==> src/rtl/pkd_dsp_pkg.sv <==
package pkd_dsp_pkg;

  localparam int DW    = 16;
  localparam int LW    = 8;
  localparam int NL    = DW / LW;
  localparam int DEPTH = 16;
  localparam int AW    = $clog2(DEPTH);
  localparam int IW    = 40;

  typedef enum logic [3:0] {
    OP_ADD  = 4'd0,
    OP_SUB  = 4'd1,
    OP_AND  = 4'd2,
    OP_OR   = 4'd3,
    OP_XOR  = 4'd4,
    OP_PASS = 4'd5
  } op_e;

  typedef struct packed {
    logic [3:0]  op;
    logic        sat;
    logic        pk;
    logic        csel;
    logic        top;
    logic        asel;
    logic        bsel;
    logic        wacc;
    logic        wout;
    logic [11:0] rsvd;
    logic [15:0] imm;
  } instr_t;

endpackage

==> src/rtl/pkd_imem.sv <==
module pkd_imem
  import pkd_dsp_pkg::*;
#(
  parameter int DEPTH_P = DEPTH,
  parameter int WIDTH_P = IW,
  localparam int AW_L   = $clog2(DEPTH_P)
) (
  input  logic               clk,
  input  logic               rst_n,
  input  logic               we,
  input  logic [AW_L-1:0]    waddr,
  input  logic [WIDTH_P-1:0] wdata,
  input  logic               commit,
  input  logic [AW_L-1:0]    raddr,
  output logic [WIDTH_P-1:0] rdata,
  output logic               loaded
);

  logic [WIDTH_P-1:0] mem [DEPTH_P];
  logic               loaded_d;

  always_ff @(posedge clk) begin
    if (we) begin
      mem[waddr] <= wdata;
    end
  end

  always_comb begin
    loaded_d = loaded;
    if (commit) loaded_d = 1'b1;
    if (we)     loaded_d = 1'b0;
  end

  always_ff @(posedge clk or negedge rst_n) begin
    if (!rst_n) loaded <= 1'b0;
    else        loaded <= loaded_d;
  end

  assign rdata = mem[raddr];

  a_r2_we_clears : assert property (@(posedge clk) disable iff (!rst_n)
    we |=> !loaded);

endmodule

==> src/rtl/pkd_seq.sv <==
module pkd_seq #(
  parameter int AW_P = 4
) (
  input  logic            clk,
  input  logic            rst_n,
  input  logic            restart,
  input  logic            adv,
  output logic [AW_P-1:0] pc
);

  logic [AW_P-1:0] pc_d;

  always_comb begin
    pc_d = pc;
    if (restart)  pc_d = '0;
    else if (adv) pc_d = pc + 1'b1;
  end

  always_ff @(posedge clk or negedge rst_n) begin
    if (!rst_n) pc <= '0;
    else        pc <= pc_d;
  end

  a_r3_pc_step : assert property (@(posedge clk) disable iff (!rst_n)
    (adv && !restart) |=> pc == AW_P'($past(pc) + 1'b1));
  a_r3_restart : assert property (@(posedge clk) disable iff (!rst_n)
    restart |=> pc == '0);
  a_r2_pc_hold : assert property (@(posedge clk) disable iff (!rst_n)
    (!adv && !restart) |=> $stable(pc));

endmodule

==> src/rtl/pkd_alu.sv <==
module pkd_alu
  import pkd_dsp_pkg::*;
#(
  parameter int DW_P = DW,
  parameter int LW_P = LW,
  localparam int NL_L = DW_P / LW_P
) (
  input  logic [3:0]      op,
  input  logic            sat,
  input  logic            pk,
  input  logic            csel,
  input  logic            top,
  input  logic [DW_P-1:0] a,
  input  logic [DW_P-1:0] b,
  input  logic            ci,
  output logic [DW_P-1:0] res,
  output logic            ovf,
  output logic            co
);

  localparam logic [DW_P-1:0] WMAX = {1'b0, {(DW_P-1){1'b1}}};
  localparam logic [DW_P-1:0] WMIN = {1'b1, {(DW_P-1){1'b0}}};
  localparam logic [LW_P-1:0] LMAX = {1'b0, {(LW_P-1){1'b1}}};
  localparam logic [LW_P-1:0] LMIN = {1'b1, {(LW_P-1){1'b0}}};

  logic            is_sub, is_arith;
  logic [DW_P-1:0] bx;
  logic            c0;
  logic [DW_P:0]   wsum;
  logic            wovf;
  logic [DW_P-1:0] wres;
  logic [DW_P-1:0] pres;
  logic [NL_L-1:0] lovf;
  logic [DW_P-1:0] lres;

  assign is_sub   = (op == OP_SUB);
  assign is_arith = (op == OP_ADD) || is_sub;
  assign bx       = is_sub ? ~b : b;
  assign c0       = csel ? ci : is_sub;

  // full-width path
  assign wsum = {1'b0, a} + {1'b0, bx} + {{DW_P{1'b0}}, c0};
  assign wovf = (a[DW_P-1] == bx[DW_P-1]) && (wsum[DW_P-1] != a[DW_P-1]);

  always_comb begin
    wres = wsum[DW_P-1:0];
    if (top && sat && wovf) wres = a[DW_P-1] ? WMIN : WMAX;
  end

  // packed lanes, each with its own carry-in
  for (genvar l = 0; l < NL_L; l++) begin : g_lane
    logic [LW_P-1:0] la, lb;
    logic [LW_P:0]   ls;
    logic            lo;
    assign la = a[l*LW_P +: LW_P];
    assign lb = bx[l*LW_P +: LW_P];
    assign ls = {1'b0, la} + {1'b0, lb} + {{LW_P{1'b0}}, is_sub};
    assign lo = (la[LW_P-1] == lb[LW_P-1]) && (ls[LW_P-1] != la[LW_P-1]);
    assign lovf[l] = lo;
    assign pres[l*LW_P +: LW_P] =
      (sat && lo) ? (la[LW_P-1] ? LMIN : LMAX) : ls[LW_P-1:0];
  end

  assign lres = pres;

  always_comb begin
    res = a;
    ovf = 1'b0;
    co  = 1'b0;
    unique case (op)
      OP_ADD, OP_SUB: begin
        if (pk) begin
          res = lres;
          ovf = |lovf;
        end else begin
          res = wres;
          ovf = top && wovf;
          co  = wsum[DW_P];
        end
      end
      OP_AND:  res = a & b;
      OP_OR:   res = a | b;
      OP_XOR:  res = a ^ b;
      default: res = a;
    endcase
  end

  a_r7_logic_no_carry : assert property (@(op) !is_arith |-> !co);

endmodule

==> src/rtl/pkd_dsp_core.sv <==
module pkd_dsp_core
  import pkd_dsp_pkg::*;
#(
  parameter int DW_P    = DW,
  parameter int LW_P    = LW,
  parameter int DEPTH_P = DEPTH,
  localparam int AW_L   = $clog2(DEPTH_P)
) (
  input  logic            clk,
  input  logic            rst_n,
  input  logic            prog_we,
  input  logic [AW_L-1:0] prog_addr,
  input  logic [IW-1:0]   prog_data,
  input  logic            prog_commit,
  input  logic [DW_P-1:0] a_in,
  input  logic [DW_P-1:0] b_in,
  input  logic            cas_ci,
  output logic            cas_co,
  output logic [DW_P-1:0] result,
  output logic            ovf,
  output logic            running,
  output logic [AW_L-1:0] pc
);

  // asynchronous assert, synchronous release
  logic [1:0] rsync;
  logic       rst_ni;

  always_ff @(posedge clk or negedge rst_n) begin
    if (!rst_n) rsync <= 2'b00;
    else        rsync <= {rsync[0], 1'b1};
  end
  assign rst_ni = rsync[1];

  logic [IW-1:0]   iword;
  instr_t          ins;
  logic            loaded;
  logic            exec;
  logic [DW_P-1:0] acc_q, acc_d, out_d;
  logic            ovf_d;
  logic [DW_P-1:0] opa, opb, alu_res;
  logic            alu_ovf;

  pkd_imem #(.DEPTH_P(DEPTH_P), .WIDTH_P(IW)) u_imem (
    .clk   (clk),
    .rst_n (rst_ni),
    .we    (prog_we),
    .waddr (prog_addr),
    .wdata (prog_data),
    .commit(prog_commit),
    .raddr (pc),
    .rdata (iword),
    .loaded(loaded)
  );

  assign exec    = loaded && !prog_we;
  assign running = exec;

  pkd_seq #(.AW_P(AW_L)) u_seq (
    .clk    (clk),
    .rst_n  (rst_ni),
    .restart(prog_commit && !prog_we),
    .adv    (exec),
    .pc     (pc)
  );

  assign ins = instr_t'(iword);
  assign opa = ins.asel ? acc_q : a_in;
  assign opb = ins.bsel ? ins.imm[DW_P-1:0] : b_in;

  pkd_alu #(.DW_P(DW_P), .LW_P(LW_P)) u_alu (
    .op  (ins.op),
    .sat (ins.sat),
    .pk  (ins.pk),
    .csel(ins.csel),
    .top (ins.top),
    .a   (opa),
    .b   (opb),
    .ci  (cas_ci),
    .res (alu_res),
    .ovf (alu_ovf),
    .co  (cas_co)
  );

  always_comb begin
    acc_d = acc_q;
    out_d = result;
    ovf_d = ovf;
    if (exec && ins.wacc) acc_d = alu_res;
    if (exec && ins.wout) begin
      out_d = alu_res;
      ovf_d = alu_ovf;
    end
  end

  always_ff @(posedge clk or negedge rst_ni) begin
    if (!rst_ni) begin
      acc_q  <= '0;
      result <= '0;
      ovf    <= 1'b0;
    end else begin
      acc_q  <= acc_d;
      result <= out_d;
      ovf    <= ovf_d;
    end
  end

  a_r2_idle_hold : assert property (@(posedge clk) disable iff (!rst_ni)
    !exec |=> $stable(result) && $stable(acc_q) && $stable(ovf));
  a_r9_out_hold : assert property (@(posedge clk) disable iff (!rst_ni)
    (exec && !ins.wout) |=> $stable(result) && $stable(ovf));
  a_r6_nontop_quiet : assert property (@(posedge clk) disable iff (!rst_ni)
    (exec && ins.wout && !ins.top && !ins.pk) |=> !ovf);
  a_r5_clamp_value : assert property (@(posedge clk) disable iff (!rst_ni)
    (exec && ins.wout && ins.top && ins.sat && !ins.pk && alu_ovf)
      |=> (result == {1'b0, {(DW_P-1){1'b1}}}) || (result == {1'b1, {(DW_P-1){1'b0}}}));

endmodule

==> config.mk <==
export PLATFORM = sky130hd
export DESIGN_NAME = pkd_dsp_core
export DESIGN_NICKNAME = d
export VERILOG_FILES = /design/src/rtl/pkd_dsp_pkg.sv /design/src/rtl/pkd_imem.sv /design/src/rtl/pkd_seq.sv /design/src/rtl/pkd_alu.sv /design/src/rtl/pkd_dsp_core.sv
export SDC_FILE = /design/constraint.sdc
export NUM_CORES = 1
export LEC_CHECK = 0
export ABC_CLOCK_PERIOD_IN_PS = 7000
export BUFFER_PORTS_ARGS = -buffer_cell sky130_fd_sc_hd__buf_2
export CORE_MARGIN = 2
export CORE_UTILIZATION = 30
export DETAILED_ROUTE_END_ITERATION = 6
export GPL_TIMING_DRIVEN = 0
export PLACE_DENSITY_LB_ADDON = 0.05
export RECOVER_POWER = 100
export SLEW_MARGIN = 20
export SYNTH_ARGS = -nofsm -noshare
export SYNTH_HDL_FRONTEND = slang
export SYNTH_SLANG_ARGS = --single-unit
==> constraint.sdc <==
create_clock -name clk -period 7 [get_ports clk]
set_input_delay 0.7 -clock clk [delete_from_list [all_inputs] [get_ports clk]]
set_output_delay 0.7 -clock clk [all_outputs]
set_load 0.01 [all_outputs]
==> impl_metrics.json <==
{
  "placed_area_um2": 24900,
  "synth_top_area_share_pct": 60.5,
  "path_cells": "buf_6 > buf_4 > buf_6 > buf_4 > buf_6 > clkbuf_4 > mux4_2 > o22ai_1 > a21oi_2 > mux2_2 > xor2_1 > ha_1 > clkbuf_2 > nand2_1 > o21ai_1 > o2111ai_4 > a21boi_4 > or2_2 > a21oi_1 > o21bai_1 > a21oi_1 > nor2_1 > buf_2",
  "place_inst": 2512,
  "m1WireLength_mm": 35.5,
  "layout.area.seq_um2": 14500,
  "synth_ff_type": "edfxtp_1",
  "fillers": 7047,
  "synthDistinctLibCells": 82,
  "io_pins": 104,
  "cts.sinks": 488,
  "multiInputGateArea_um2": 7290,
  "grt_max_degree": 26,
  "fin_crit_ps": 6650,
  "grt_pass1_wl_mm": 105,
  "portBuffers": 91,
  "num_vias": 13500,
  "dp_hpwl_mm": 53.1,
  "layout-area-overhead-vs-synth_pct": 17.4,
  "maxSlewHeadroom_pct": -5.52,
  "start_kind": "flop",
  "yosysSeqAreaShare_pct": 64.9,
  "cp_common_cell": "buf_6",
  "die_h_um": 276,
  "crit_required_ps": 6300,
  "final_common_cell": "edfxtp_1",
  "gr-total-overflow": 0,
  "antenna_found_initial": 2,
  "hold_slack_ps": 286,
  "dr.pass1.iters": 7,
  "postRouteAntennaNets": 0,
  "routed_via_density": 5.16,
  "syn_area_per_cell_um2": 15.8,
  "clk_pin_slew_ps": 60,
  "yosysTopAreaCell": "edfxtp_1",
  "postSynthCellCount": 1410,
  "slowest_delay_ps": 440,
  "setup_viol": 0,
  "arrival_ps": 5950,
  "numCtsBuffers": 55,
  "route.met3.wl_mm": 3.05,
  "post-route-period-util_pct": 95.0,
  "crit_slowest_cell": "dfrtp_2",
  "cp_max_fo": 10,
  "yosys_warnings": 0,
  "ys_top_cells_by_area": "edfxtp_1 60%, mux4_2 10%, dfrtp_1 4.5%, ha_1 2.8%, mux2i_1 2.2%",
  "p_leak_nw": 8.72,
  "cts_root_buf": "clkbuf_16",
  "floorplan.initialDensity_pct": 30.4,
  "skew_ps": 18.0,
  "post-route-drc-count": 2,
  "core_um2": 73200,
  "synthesis.area_um2": 22300,
  "synth_edf_count": 448,
  "violations": "DRC, capacitance limit, slew limit",
  "wl_mm": 73.5,
  "drt_iter0_drc": 1173,
  "cap_violations": 1,
  "outcome": "finished, violations left",
  "synthesis.nets": 1544,
  "end_kind": "output port",
  "grt_use_total_pct": 19.1,
  "clk_path_buf_depth": 3,
  "grt_pass1_vias": 14000,
  "worstSetupPathType": "reg2out",
  "wl_met2_mm": 33.8,
  "peakVddDrop_uv": 169,
  "top_layer": "met5",
  "drv_slew": 26,
  "final_util_pct": 35.7,
  "drive_gt1_share_pct": 20.9,
  "fin_area_um2": 26100,
  "fin_total_pwr_mw": 7.94,
  "die_w_um": 276,
  "dieArea_um2": 76400,
  "place.gp.congestion": 0.929,
  "htree_levels": 2,
  "num_rows": 99,
  "rsz0062_at_grt": "false",
  "cts_tree": "done",
  "synth-async-reset-ratio_pct": 8.20,
  "clkLatencyLatePin_ps": 600,
  "fmax_ghz": 0.150,
  "final_hold_viol_count": 0,
  "power.density_nw_per_um2": 304,
  "wire_per_inst_um": 28.0,
  "hold_class": "reg2async",
  "fin_cells": 2622,
  "nets": 1750,
  "final_cell_mix": "448 x edfxtp_1, 137 x clkbuf_1, 100 x mux4_2",
  "worst_pin_slew_ps": 1580,
  "ys_ff_latch": 488
}
==> state kept, by name, summed over array words and instances, names as in the netlist <==
signal,cells
u_imem.loaded,1
result,16
u_imem.mem,448
rsync,2
u_seq.pc,4
acc_q,16
ovf,1
==> metrics by stage <==
stage / setup slack [ps] / setup TNS, ps
CTS: 3.89 / 0
detailed placement: -1850 / -48090
finish: 351 / 0
floorplan: 1080 / 0
global placement: -2140 / -98440
global route: 24.9 / 0
==> logic make-up after synthesis <==
family          count (synthesis)  share of synthesized area [%]
simple gates                  254                           5.53
flops                         488                           64.9
fa+ha+maj                      53                           3.11
other cells                     1                         0.0169
compound gates                277                           8.48
mux                           182                           14.1
xor+xnor                       33                           1.30
buf+inv                       122                           2.53
==> power by group <==
part	internal [mW]	total, mW	leakage (nW)	switching [mW]
Combinational	0.663	1.73	3.32	1.07
Clock	1.65	2.83	0.860	1.18
Sequential	3.32	3.38	4.53	0.0630
==> path summary, 6_finish.rpt <==
check | startpoint | end | slack (ps) | cells past startpoint
setup / recovery | u_seq.pc[1]$_DFFE_PN0P_ | cas_co | 350 | 23
setup reg to reg | u_seq.pc[1]$_DFFE_PN0P_ | result[0]$_DFFE_PN0P_ | 540 | 22
max in group asynchronous | rsync[1]$_DFF_PN0_ | result[3]$_DFFE_PN0P_ | 4800 | 1
min in group clk | rsync[0]$_DFF_PN0_ | rsync[1]$_DFF_PN0_ | 370 | 0
hold / removal | rsync[1]$_DFF_PN0_ | acc_q[8]$_DFFE_PN0P_ | 290 | 0
hold reg to reg | rsync[1]$_DFF_PN0_ | acc_q[8]$_DFFE_PN0P_ | 290 | 0
==> Yosys cell counts (6+ instances only) <==
cell type	instances
a211oi_1	6
a21o_1	7
a21oi_1	58
a221oi_1	11
a22o_1	6
a31oi_1	14
and2_1	8
and3_1	9
buf_1	10
buf_2	11
buf_4	9
clkbuf_1	37
dfrtp_1	40
edfxtp_1	448
ha_1	49
inv_1	43
inv_2	6
mux2_2	29
mux2i_1	49
mux4_2	100
nand2_1	77
nand2b_1	6
nand3_1	33
nand4_1	9
nor2_1	59
nor2b_1	12
nor3_1	16
o211ai_1	16
o21a_1	6
o21ai_0	54
o21ai_1	14
o221ai_1	14
o22ai_1	20
or2_2	9
xnor2_1	10
xor2_1	23
==> per-layer routing <==
metal  vias to the layer above  GRT usage, %
met2                       343          30.3
met4                         2          3.84
met1                      7065          28.0
met5                         -             0
met3                        72          2.72
li1                       6041             -
==> worst max-delay path: cells and delay by family (launching register included) <==
kind            cells  cell delay [ps]
xor+xnor            1              170
simple gates        3              450
fa+ha+maj           1              300
buf+inv             8             1850
flops               1              440
compound gates      8             1430
mux                 2              700
==> what timing repair did <==
item,CTS,global route
resized for setup,57,22
setup buffers,2,6
pin swaps,3,4
endpoints found under the hold margin,2,0
hold buffers,1,0
setup endpoints to repair,34,5
cloned,1,0
==> final cells by class <==
class,instances,area share (%)
Timing Repair Buffer,153,2.69
Multi-Input combinational cell,800,27.9
Clock buffer,68,5.54
Inverter,49,0.704
Clock inverter,35,1.19
Tap cell,959,4.59
Antenna cell,1,0.00958
Sequential cell,488,55.4
Buffer,69,1.99
Power figures use the tool's default switching activity.
